[src/rtl/mc_evt_counter_bank.sv]
`timescale 1ns/1ps
module mc_evt_counter_bank #(
  parameter int NUM_CNT = 4,
  parameter int CNT_W   = 32,
  parameter int PRE_LSB = 16,
  parameter int EVT_W   = 64,
  parameter int ADDR_W  = 8
) (
  input  logic              clk,
  input  logic              rst_n,
  input  logic [ADDR_W-1:0] reg_addr,
  input  logic              reg_wr,
  input  logic [31:0]       reg_wdata,
  output logic [31:0]       reg_rdata,
  input  logic [EVT_W-1:0]  evt_strobe,
  output logic              irq
);
  localparam int IDX_W    = (NUM_CNT > 1) ? $clog2(NUM_CNT) : 1;
  localparam int SEL_IW   = (EVT_W > 1) ? $clog2(EVT_W) : 1;
  localparam int CNT_BASE = 'h20;

  logic [NUM_CNT-1:0]       en_q, clr_q, ovf_q;
  logic [31:0]              ctrl_word [NUM_CNT];
  logic [CNT_W-1:0]         cnt_q [NUM_CNT];
  logic [NUM_CNT*CNT_W-1:0] cnt_flat;
  logic                     unused_bits;

  wire aligned  = (reg_addr[1:0] == 2'b00);
  wire ctrl_sel = aligned && (reg_addr < ADDR_W'(4*NUM_CNT));
  wire cnt_sel  = aligned && (reg_addr >= ADDR_W'(CNT_BASE))
                          && (reg_addr < ADDR_W'(CNT_BASE + 4*NUM_CNT));
  wire [IDX_W-1:0] sel_idx = reg_addr[IDX_W+1:2];

  assign unused_bits = ^reg_wdata[15:3];
  assign irq = ovf_q[0];

  for (genvar g = 0; g < NUM_CNT; g++) begin : g_cnt
    logic             en_r, clr_r, ovf_r, hit, run, wr_me;
    logic [7:0]       pre_r, sel_r;
    logic [CNT_W-1:0] cnt_r;
    logic [CNT_W:0]   inc;

    if (g == 0) begin : g_cyc
      assign hit = 1'b1;
    end else begin : g_evt
      assign hit = (sel_r != 8'd0) && (32'(sel_r) < 32'(EVT_W))
                   && evt_strobe[sel_r[SEL_IW-1:0]];
    end

    assign wr_me = reg_wr && ctrl_sel && (sel_idx == IDX_W'(g));
    assign run   = en_r & clr_r & ~ovf_r & ~ovf_q[0] & hit;
    assign inc   = {1'b0, cnt_r} + {{CNT_W{1'b0}}, 1'b1};

    always_ff @(posedge clk) begin
      if (!rst_n) begin
        en_r  <= 1'b0;
        clr_r <= 1'b1;
        ovf_r <= 1'b0;
        pre_r <= 8'd0;
        sel_r <= 8'd0;
        cnt_r <= '0;
      end else if (wr_me) begin
        en_r  <= reg_wdata[2];
        clr_r <= reg_wdata[1];
        pre_r <= reg_wdata[23:16];
        sel_r <= reg_wdata[31:24];
        if (!reg_wdata[1]) begin
          cnt_r <= '0;
          ovf_r <= 1'b0;
        end else if (reg_wdata[2] && !en_r) begin
          cnt_r[PRE_LSB +: 8] <= reg_wdata[23:16];
        end
      end else begin
        if (g != 0 && !clr_r) clr_r <= 1'b1;
        if (run) begin
          cnt_r <= inc[CNT_W-1:0];
          if (inc[CNT_W]) ovf_r <= 1'b1;
        end
      end
    end

    assign en_q[g]      = en_r;
    assign clr_q[g]     = clr_r;
    assign ovf_q[g]     = ovf_r;
    assign cnt_q[g]     = cnt_r;
    assign ctrl_word[g] = {sel_r, pre_r, 13'd0, en_r, clr_r, ovf_r};
    assign cnt_flat[g*CNT_W +: CNT_W] = cnt_r;
  end

  always_ff @(posedge clk) begin
    if (!rst_n)        reg_rdata <= 32'd0;
    else if (ctrl_sel) reg_rdata <= ctrl_word[sel_idx];
    else if (cnt_sel)  reg_rdata <= 32'(cnt_q[sel_idx]);
    else               reg_rdata <= 32'd0;
  end
endmodule

[config.mk]
export PLATFORM = sky130hd
export DESIGN_NAME = mc_evt_counter_bank
export DESIGN_NICKNAME = d
export VERILOG_FILES = /design/src/rtl/mc_evt_counter_bank.sv
export SDC_FILE = /design/constraint.sdc
export NUM_CORES = 1
export LEC_CHECK = 0
export ABC_CLOCK_PERIOD_IN_PS = 4950
export BUFFER_PORTS_ARGS = -buffer_cell sky130_fd_sc_hd__clkbuf_2
export CORE_MARGIN = 2
export CORE_UTILIZATION = 40
export CTS_CLUSTER_DIAMETER = 60
export DETAILED_ROUTE_END_ITERATION = 6
export PLACE_DENSITY_LB_ADDON = 0.15
export SLEW_MARGIN = 0
export SYNTH_ARGS = -nofsm -noshare
export SYNTH_HDL_FRONTEND = slang
export SYNTH_SLANG_ARGS = --single-unit
[constraint.sdc]
create_clock -name clk -period 4.95 [get_ports clk]
set_input_delay 0.2475 -clock clk [delete_from_list [all_inputs] [get_ports clk]]
set_output_delay 0.2475 -clock clk [all_outputs]
set_load 0.05 [all_outputs]
==> metrics.yaml, run 1 <==
combPwrFrac: 0.057
setup_tns_ns: 0
setup.worst_path.end_class: "register"
status: "complete, no violations"
final_cell_area_mm2: 0.0159
finalCritPeriodShare: 0.761
seqPwrFrac: 0.426
fin_worst_skew_ns: 0.0210
critPathRequiredTime_ns: 5.41
num_vias: 13300
rows: 67
ant_nets: 0
grtUsageTotal: 0.264
grt_first_pass_wirelength_um: 74300
gp_congestion: 0.904
critPathKind: "reg2reg"
routed_wl_um: 47800
hpwl_um: 33600
startpoint: "g_cnt[3].sel_r[1]"
crit_arrival_ns: 4.23
slew_headroom: 0.295
tightest_slew_ns: 1.05
r2r_slack_ns: 1.18
cts.clk_slew.worst_paths_ns: 0.06
crit_chain: "mux4_2 > mux4_2 > nor3_1 > nor3_2 > and2_1 > buf_4 > a21o_1 > a311oi_1"
ir_drop_uv: 233
synthTopCellsByArea: "dfxtp_1 34%, mux4_2 16%, nand2_1 6.3%, a21oi_1 4.6%, nor2_1 2.3%"
hold_viol_final: 0
async_reset_ff_frac: 0
final_cell_mix: "236 x dfxtp_1, 230 x nand2_1, 127 x a21oi_1, 123 x clkbuf_2, 97 x mux4_2"
synth_cell_type_count: 71
final_common_cell: "dfxtp_1"
ctsResizeCount: 0
cts-root-buf: "clkbuf_16"
startpoint_type: "register"
num-fill-cells: 3271
antenna_cells: 0
fin_crit_ns: 3.77
netlist_instances: 1584
switching_share: 0.231
core-area_mm2: 0.0337
drive_gt1_frac: 0.206
rsz0062_at_grt: "false"
ys_seq_area_frac: 0.344
avgSynthCellArea_um2: 8.68
synth_flop_cell: "dfxtp_1"
placed_area_mm2: 0.0147
synth_edf_count: 0
synth-seq-cells: 236
numPortBuffers: 125
intPower_mw: 3.44
firstDrtPassIters: 7
critPathMaxFanout: 19
cts_tree: "built"
drtIter0Drc: 1265
grt_max_degree: 61
clock-sinks: 236
die_y_um: 189
p_sw_mw: 1.03
viasPerCell: 6.22
syn_area_mm2: 0.0137
syn-num-nets: 1695
cts_made_buffers: 29
die_width_um: 189
fmax_ghz: 0.265
drc_errors: 0
clock_latency_ns: 0.57
overflow: 0
pin_count: 140
routedWlPerCell_um: 22.3
hp-class: "in2reg"
post_cts_buffers: 0
critPathMaxStageDelay_ns: 0.91
cp_common_cell: "mux4_2"
start_util: 0.408
r2r-start: "g_cnt[3].sel_r[1]"
synth_warnings: 0
drv_cap: 0
synth_top_area_frac: 0.344
area_growth_pct: 15.5
total_leakage_power_nw: 5.33
power_frac_clock: 0.517
synth_top_area_cell: "dfxtp_1"
crit_end: "g_cnt[3].cnt_r[12]"
grt_pass1_vias: 12300
power-per-cell-area_mw_per_mm2: 281
cp_slowest_cell: "dfxtp_1"
nets: 1779
grt_antenna_before_repair: 1
r2r-end: "g_cnt[3].cnt_r[12]"
r2r_cells: 8
setup_viol: 0
drv_slew: 0
clk_path_buf_depth: 3
htree_num_levels: 1
die_area_mm2: 0.0359
[layout make-up]
class / instances / area [µm²] / share of cell area
clock buffer: 36 / 782 / 0.0493
clock inverter: 17 / 253 / 0.0159
inverter: 75 / 283 / 0.0178
multi-input combinational: 1157 / 8280 / 0.521
sequential: 236 / 4720 / 0.298
tap: 448 / 561 / 0.0353
timing repair buffer: 169 / 993 / 0.0626
[how the worst min path moves through the flow]
stage	start	endpoint	slack (ns)	depth (start not counted)
after CTS	reg_wdata[16]	g_cnt[3].pre_r[0]	0.04	3
after global routing	reg_wdata[16]	g_cnt[3].pre_r[0]	0.06	3
after floorplan	reg_wdata[16]	g_cnt[0].pre_r[0]	0.38	2
final	reg_wdata[16]	g_cnt[0].pre_r[0]	0.07	3
after detailed placement	g_cnt[0].sel_r[2]	g_cnt[0].sel_r[2]	0.45	2
after global placement	g_cnt[1].pre_r[2]	g_cnt[1].pre_r[2]	0.44	2
[Yosys cell counts, drive strengths merged, types with 17 or more instances]
library cell and n:
a21oi 127, o21ai 63, nand4 30, nand2 231, and3 30, nor3 50
and2 17, buf 37, dfxtp 236, a31oi 33, nand3 63, o22ai 23
nor4 18, mux4 97, o211ai 20, nor2b 17, clkbuf 79, nor2 86
inv 74
[per-stage QoR]
stage	hold slack, ns	total power [mW]	util	std cells	setup WS, ns
after floorplan	0.383	2.08	-	1584	2.18
after global placement	0.438	2.19	0.436	2071	1.31
after detailed placement	0.447	2.19	0.436	2071	1.29
after CTS	0.0442	4.50	0.471	2138	1.20
after global routing	0.0638	4.60	0.471	2138	1.08
final	0.0701	4.47	0.471	2138	1.18
[power groups by stage]
stage / sequential (mW) / clock, mW / combinational [mW]
after floorplan: 1.94 / 0 / 0.133
after global placement: 1.95 / 0 / 0.240
after detailed placement: 1.95 / 0 / 0.242
after CTS: 1.90 / 2.34 / 0.251
after global routing: 1.90 / 2.43 / 0.270
final: 1.90 / 2.31 / 0.253
[metal layers]
layer  global-route usage  vias to the layer above  part of all wire
met5                    0                        -                 0
met4               0.0871                        0             0.027
met3               0.0374                       80             0.080
met2                0.409                      602              0.45
met1                0.378                     6515              0.44
li1                     -                     6101                 -
[cells by family after synthesis]
logic type / synth area share
and+or+nand+nor: 0.221
AOI/OAI and AO/OA: 0.180
xor gates and xnor gates: 0.0153
adders and majority gates: 0.00364
muxes: 0.181
DFF: 0.344
buffers and inverters: 0.0555
[worst max-delay path: cells and delay by family (launching register included)]
family	cells	cell delay, ns
and+or+nand+nor	3	1.04
muxes	2	0.95
DFF	1	0.91
AOI/OAI and AO/OA	2	0.41
buffers and inverters	1	0.33
[state kept, by name (all words and copies together), names as in the netlist]
| signal | count |
|---|---|
| g_cnt.cnt_r | 128 |
| g_cnt.pre_r | 32 |
| g_cnt.sel_r | 32 |
| reg_rdata | 32 |
| g_cnt.clr_r | 4 |
| g_cnt.en_r | 4 |
| g_cnt.ovf_r | 3 |
| irq | 1 |
[timing repair]
item / in CTS / in global routing
setup endpoints to repair: 0 / 0
hold endpoints to repair: 55 / 0
hold buffers: 14 / 0
No activity file was read; power rests on OpenSTA's default activity.
==> run 2: changes to the inputs <==
--- a/config.mk
+++ b/config.mk
@@ -5,7 +5,8 @@
 export SDC_FILE = /design/constraint.sdc
 export NUM_CORES = 1
 export LEC_CHECK = 0
-export ABC_CLOCK_PERIOD_IN_PS = 4950
+export ABC_AREA = 1
+export ABC_CLOCK_PERIOD_IN_PS = 3600
 export BUFFER_PORTS_ARGS = -buffer_cell sky130_fd_sc_hd__clkbuf_2
 export CORE_MARGIN = 2
 export CORE_UTILIZATION = 40
==> constraint.sdc (replaced) <==
create_clock -name clk -period 3.6 [get_ports clk]
set_input_delay 0.18 -clock clk [delete_from_list [all_inputs] [get_ports clk]]
set_output_delay 0.18 -clock clk [all_outputs]
set_load 0.05 [all_outputs]
==> run 2 against run 1 <==
  * Utilization fell by 0.69 points
  * Fmax increased by 18%
  * Sequential power is 38% higher
  * Die area grew 7.5%
  * Non-clock buffer count grew 1
  * Count of clock-buffer cells in the layout grew 4
  * Critical path depth up 5
  * Synthesized cell count increased by 50%
  * Register-to-register slack lost 0.78 ns
  * Clock skew increased by 0.0062 ns
  * Highest routed layer unchanged
==> metrics.yaml, run 2 <==
status: "complete, no violations"
routed_wl_um: 58200
die_area_mm2: 0.0386
yosys.area_share.xor_xnor: 0.0284
power-per-cell-area_mw_per_mm2: 369
drive_gt1_frac: 0.105
grt_pass1_vias: 15300
grt_max_degree: 100
total_leakage_power_nw: 6.79
ir_drop_uv: 374
routedWlPerCell_um: 19.7
area_growth_pct: 14.5
crit_buf_inv: 2
hold_viol_final: 0
critPathKind: "reg2reg"
synth_cell_type_count: 52
avgSynthCellArea_um2: 6.24
grt_antenna_before_repair: 0
pin_count: 140
final_common_cell: "nand2_1"
synth_edf_count: 0
yosys.area_share.simple: 0.347
clock_latency_ns: 0.59
synthTopCellsByArea: "dfxtp_1 32%, nand2_1 14%, nor2_1 7.9%, a21oi_1 6.6%, o21ai_0 6.4%"
grtUsageTotal: 0.295
slew_headroom: 0.154
placed_area_mm2: 0.0157
cts.clk_slew.worst_paths_ns: 0.06
yosys-top-cells-count: "546 x nand2_1, 310 x nor2_1, 236 x dfxtp_1, 215 x inv_1, 194 x a21oi_1"
clock-sinks: 236
core-area_mm2: 0.0365
die_width_um: 196
synth_top_area_frac: 0.319
final_cell_area_mm2: 0.0170
gp_congestion: 0.980
synth_warnings: 0
hp-class: "in2reg"
hpwl_um: 42100
largest_reg_flops: 128
setup_tns_ns: 0
ctsResizeCount: 0
finalNonFillerCells: 2949
async_reset_ff_frac: 0
fin_crit_ns: 3.20
nets: 2568
clk_path_buf_depth: 3
finalCritPeriodShare: 0.888
numPortBuffers: 125
viasPerCell: 5.68
fin_worst_skew_ns: 0.0272
post_cts_buffers: 0
synth-seq-cells: 236
fmax_ghz: 0.313
cts_made_buffers: 31
firstDrtPassIters: 6
crit_family: "simple AND/OR/NAND/NOR gates"
num-fill-cells: 3868
cts-root-buf: "clkbuf_16"
cp_common_cell: "nand3_1"
netlist_instances: 2371
cp_slowest_cell: "dfxtp_2"
crit_arrival_ns: 3.71
ys_seq_area_frac: 0.319
num_vias: 16700
holdBufCountCts: 15
synth_mux_area_frac: 0
syn-num-nets: 2482
critPathMaxFanout: 39
die_y_um: 196
largest-register: "g_cnt.cnt_r"
htree_num_levels: 1
cts_tree: "built"
drtIter0Drc: 1825
rows: 70
synth_top_area_cell: "dfxtp_1"
critPathRequiredTime_ns: 4.11
drv_cap: 0
tightest_slew_ns: 1.26
crit_chain: "inv_1 > a21oi_1 > o21ai_0 > nand3_1 > nand3_1 > nand3_1 > nand2_1 > nand2_1 > nand3_2 > buf_4 > nand3_1 > nand2_1 > nor2_1"
start_util: 0.405
synth-adder-area-share: 0.00338
synth_top_family_by_area: "simple AND/OR/NAND/NOR gates"
syn_area_mm2: 0.0148
synth_flop_cell: "dfxtp_1"
overflow: 0
post-synth-top-count-cell: "nand2_1"
rsz0062_at_grt: "false"
antenna_cells: 0
critPathMaxStageDelay_ns: 0.75
drv_slew: 0
setup.worst_path.end_class: "register"
final_cell_mix: "546 x nand2_1, 307 x nor2_1, 235 x dfxtp_1, 215 x inv_1, 194 x a21oi_1"
place_inst: 2877
ant_nets: 0
grt_first_pass_wirelength_um: 89000
synth-compound-area-share: 0.205
setup_viol: 0
startpoint_type: "register"
drc_errors: 0
==> run 2: cell types whose count changed after synthesis, sizes merged, moves of 29 or more <==
cell   before  now
nand2     231  556
nor2       86  319
inv        74  231
o21ai      63  196
nand3      63  186
mux4       97    0
a21oi     127  194
and3       30    1
==> run 2: stage by stage <==
step | total power [mW] | util | hold slack [ns] | setup WS (ns)
3_3_place_gp | 2.99 | 0.430 | 0.455 | 0.504
5_1_grt | 6.44 | 0.464 | 0.0815 | 0.0555
2_1_floorplan | 2.84 | - | 0.294 | 1.70
4_1_cts | 6.29 | 0.464 | 0.0176 | 0.428
6_report | 6.25 | 0.464 | 0.0527 | 0.404
3_5_place_dp | 2.99 | 0.430 | 0.470 | 0.447
==> run 2: power by group <==
part           internal (mW)  switching (mW)  total (mW)
clock                   2.00            1.29        3.29
sequential              2.61         0.00402        2.62
combinational         0.0999           0.236       0.335
==> run 2: final cells by class <==
class | count | area, µm² | share of cell area
tap | 468 | 586 | 0.0345
multi-input combinational | 1784 | 8670 | 0.511
clock buffer | 40 | 870 | 0.0513
timing repair buffer | 170 | 1000 | 0.0592
sequential | 236 | 4730 | 0.279
clock inverter | 17 | 221 | 0.0131
inverter | 234 | 878 | 0.0518
==> run 2: logic make-up (layout without fill, tap and decap cells) <==
logic type,count (synthesis),count (layout)
adder cells (fa/ha/maj),4,4
XOR/XNOR,48,48
flip-flops,236,236
AO/OA/AOI/OAI,536,536
buffers and inverters,351,461
AND/OR/NAND/NOR,1196,1196
==> run 2: worst reg2reg max path, stage by stage (launching register included) <==
cell,delay [ns]
dfxtp_2,0.75
inv_1,0.36
a21oi_1,0.20
o21ai_0,0.10
nand3_1,0.08
nand3_1,0.10
nand3_1,0.13
nand2_1,0.05
nand2_1,0.38
nand3_2,0.34
buf_4,0.33
nand3_1,0.10
nand2_1,0.06
nor2_1,0.13
==> run 2: worst paths after layout <==
| kind | startpoint | end | slack (ns) | cells after the start |
|---|---|---|---|---|
| max | g_cnt[1].sel_r[0] | g_cnt[1].cnt_r[11] | 0.40 | 13 |
| min | reg_wdata[19] | g_cnt[2].cnt_r[19] | 0.05 | 5 |
| max reg2reg | g_cnt[1].sel_r[0] | g_cnt[1].cnt_r[11] | 0.40 | 13 |
| min reg2reg | g_cnt[0].cnt_r[30] | g_cnt[0].cnt_r[30] | 0.48 | 1 |
==> run 2: routing by layer <==
metal,share of wire,GRT usage
met5,0,0
met4,0.039,0.113
met3,0.096,0.0477
met2,0.43,0.458
met1,0.43,0.411
==> run 3: changes to the inputs <==
--- a/config.mk
+++ b/config.mk
@@ -5,7 +5,6 @@
 export SDC_FILE = /design/constraint.sdc
 export NUM_CORES = 1
 export LEC_CHECK = 0
-export ABC_AREA = 1
 export ABC_CLOCK_PERIOD_IN_PS = 3600
 export BUFFER_PORTS_ARGS = -buffer_cell sky130_fd_sc_hd__clkbuf_2
 export CORE_MARGIN = 2
@@ -13,6 +12,7 @@
 export CTS_CLUSTER_DIAMETER = 60
 export DETAILED_ROUTE_END_ITERATION = 6
 export PLACE_DENSITY_LB_ADDON = 0.15
+export RECOVER_POWER = 100
 export SLEW_MARGIN = 0
 export SYNTH_ARGS = -nofsm -noshare
 export SYNTH_HDL_FRONTEND = slang
==> run 3 against run 2 <==
  * The run now ends with max-capacitance violations, max-slew violations left
  * Hold slack improved by 0.0011 ns
  * Critical path depth decreased by 5
  * Non-clock buffer count increased by 22
  * Largest power group unchanged
  * Total power decreased by 6.0%
  * Via count decreased by 20%
  * Worst setup slack got worse by 0.24 ns
  * Design area decreased by 6.4%
  * Sequential power about the same
  * Sequential share of layout area increased by 1.9 points
  * Die area decreased by 7.0%
==> metrics.yaml, run 3 (synthesis results as in run 1) <==
grt_antenna_before_repair: 2
cts.clk_slew.worst_paths_ns: 0.06
clk_path_buf_depth: 3
r2r-start: "g_cnt[3].en_r"
min_to: "g_cnt[3].pre_r[0]"
routedWlPerCell_um: 22.3
status: "finished with violations"
clock_latency_ns: 0.55
crit_arrival_ns: 3.89
r2r_cells: 8
drtIter0Drc: 1267
cts-root-buf: "clkbuf_16"
holdPathStages: 3
clock-sinks: 236
r2r-end: "g_cnt[3].cnt_r[24]"
grt_max_degree: 78
htree_num_levels: 1
setup_tns_ns: 0
core-area_mm2: 0.0337
cp_slowest_cell: "and2_1"
startpoint_type: "register"
largest_reg_flops: 128
critPathKind: "reg2reg"
cts_made_buffers: 28
holdCritStartpoint: "reg_wdata[16]"
area_growth_pct: 15.5
nets: 1801
die_y_um: 189
gp_congestion: 0.961
crit_chain: "or4b_2 > a211oi_1 > o21ai_0 > nor3_2 > and2_1 > buf_4 > a31oi_1 > a311oi_1"
r2r_slack_ns: 0.16
ant_nets: 0
ctsResizeCount: 0
finalCritPeriodShare: 0.955
die_width_um: 189
fin_worst_skew_ns: 0.0171
finalNonFillerCells: 2157
critPathRequiredTime_ns: 4.05
startpoint: "g_cnt[3].en_r"
drv_cap: 3
hold_viol_final: 0
rsz0062_at_grt: "false"
setup_viol: 0
final_cell_mix: "236 x dfxtp_1, 230 x nand2_1, 127 x a21oi_1, 97 x mux4_2, 90 x clkbuf_2"
largest-register: "g_cnt.cnt_r"
final_common_cell: "dfxtp_1"
tightest_slew_ns: 1.91
grt_pass1_vias: 12400
final_cell_area_mm2: 0.0159
antenna_cells: 0
viasPerCell: 6.19
cts_tree: "built"
drive_gt1_frac: 0.188
crit_buf_inv: 1
firstDrtPassIters: 5
routed_wl_um: 48100
place_inst: 2093
power-per-cell-area_mw_per_mm2: 370
critPathMaxFanout: 18
slew_headroom: -0.270
total_leakage_power_nw: 5.25
hp-class: "in2reg"
hpwl_um: 34200
drc_errors: 0
violations: "max-capacitance violations, max-slew violations"
crit_family: "simple AND/OR/NAND/NOR gates"
setup.worst_path.end_class: "register"
rows: 67
fmax_ghz: 0.291
critPathMaxStageDelay_ns: 0.68
pin_count: 140
ir_drop_uv: 398
grt_first_pass_wirelength_um: 73900
fin_crit_ns: 3.44
start_util: 0.408
die_area_mm2: 0.0359
drv_slew: 145
overflow: 0
grtUsageTotal: 0.263
placed_area_mm2: 0.0149
num_vias: 13300
numPortBuffers: 125
run 3: cell types whose count changed in the layout (fill, tap and decap cells not counted), moves of 67 or more:
| cell | before | now |
|---|---|---|
| nand2_1 | 546 | 230 |
| nor2_1 | 307 | 83 |
| inv_1 | 215 | 73 |
| o21ai_0 | 188 | 61 |
| nand3_1 | 184 | 63 |
| mux4_2 | 0 | 97 |
| a21oi_1 | 194 | 127 |
run 3: metrics by stage:
stage	utilization	power, mW	hold slack [ns]	setup slack [ns]
floorplan	-	2.86	0.316	0.830
global placement	0.441	3.01	0.438	0.314
detailed placement	0.441	3.02	0.445	0.323
CTS	0.474	5.90	0.0344	0.239
global route	0.471	6.06	0.0468	0.0281
finish	0.471	5.87	0.0538	0.162
run 3: worst reg2reg max path, stage by stage (launching register included):
cell	delay (ns)
dfxtp_1	0.41
or4b_2	0.60
a211oi_1	0.34
o21ai_0	0.25
nor3_2	0.41
and2_1	0.68
buf_4	0.28
a31oi_1	0.11
a311oi_1	0.29
run 3: metal layers:
layer,global-route usage,vias up,share of wire
met4,0.0677,2,0.024
met5,0,-,0.00019
met1,0.377,6526,0.44
met3,0.0358,85,0.085
li1,-,6138,-
met2,0.419,593,0.46
run 3: final cells by class:
cell class	instances	area [µm²]
Sequential cell	236	4720
Clock inverter	12	124
Fill cell	3341	17800
Inverter	75	283
Clock buffer	37	816
Multi-Input combinational cell	1157	8270
Timing Repair Buffer	192	1100
Tap cell	448	561
run 3: where the power goes:
| part | total (mW) | switching (mW) | internal, mW | leakage [nW] |
|---|---|---|---|---|
| clock network | 2.90 | 1.17 | 1.73 | 0.473 |
| registers | 2.62 | 0.00310 | 2.61 | 1.90 |
| logic | 0.358 | 0.215 | 0.142 | 2.87 |
run 3: how the worst max path moves through the flow:
stage          cells after the start  slack [ns]                 end
2_1_floorplan                     11        0.83  g_cnt[3].cnt_r[16]
3_3_place_gp                      10        0.31  g_cnt[3].cnt_r[14]
3_5_place_dp                       8        0.32  g_cnt[3].cnt_r[24]
4_1_cts                            8        0.24  g_cnt[3].cnt_r[24]
5_1_grt                            9        0.03  g_cnt[2].cnt_r[16]
6_report                           8        0.16  g_cnt[3].cnt_r[24]
run 3: timing repair:
item	in CTS	in global routing
hold endpoints to repair	58	0
setup buffers	0	0
hold buffers	15	0
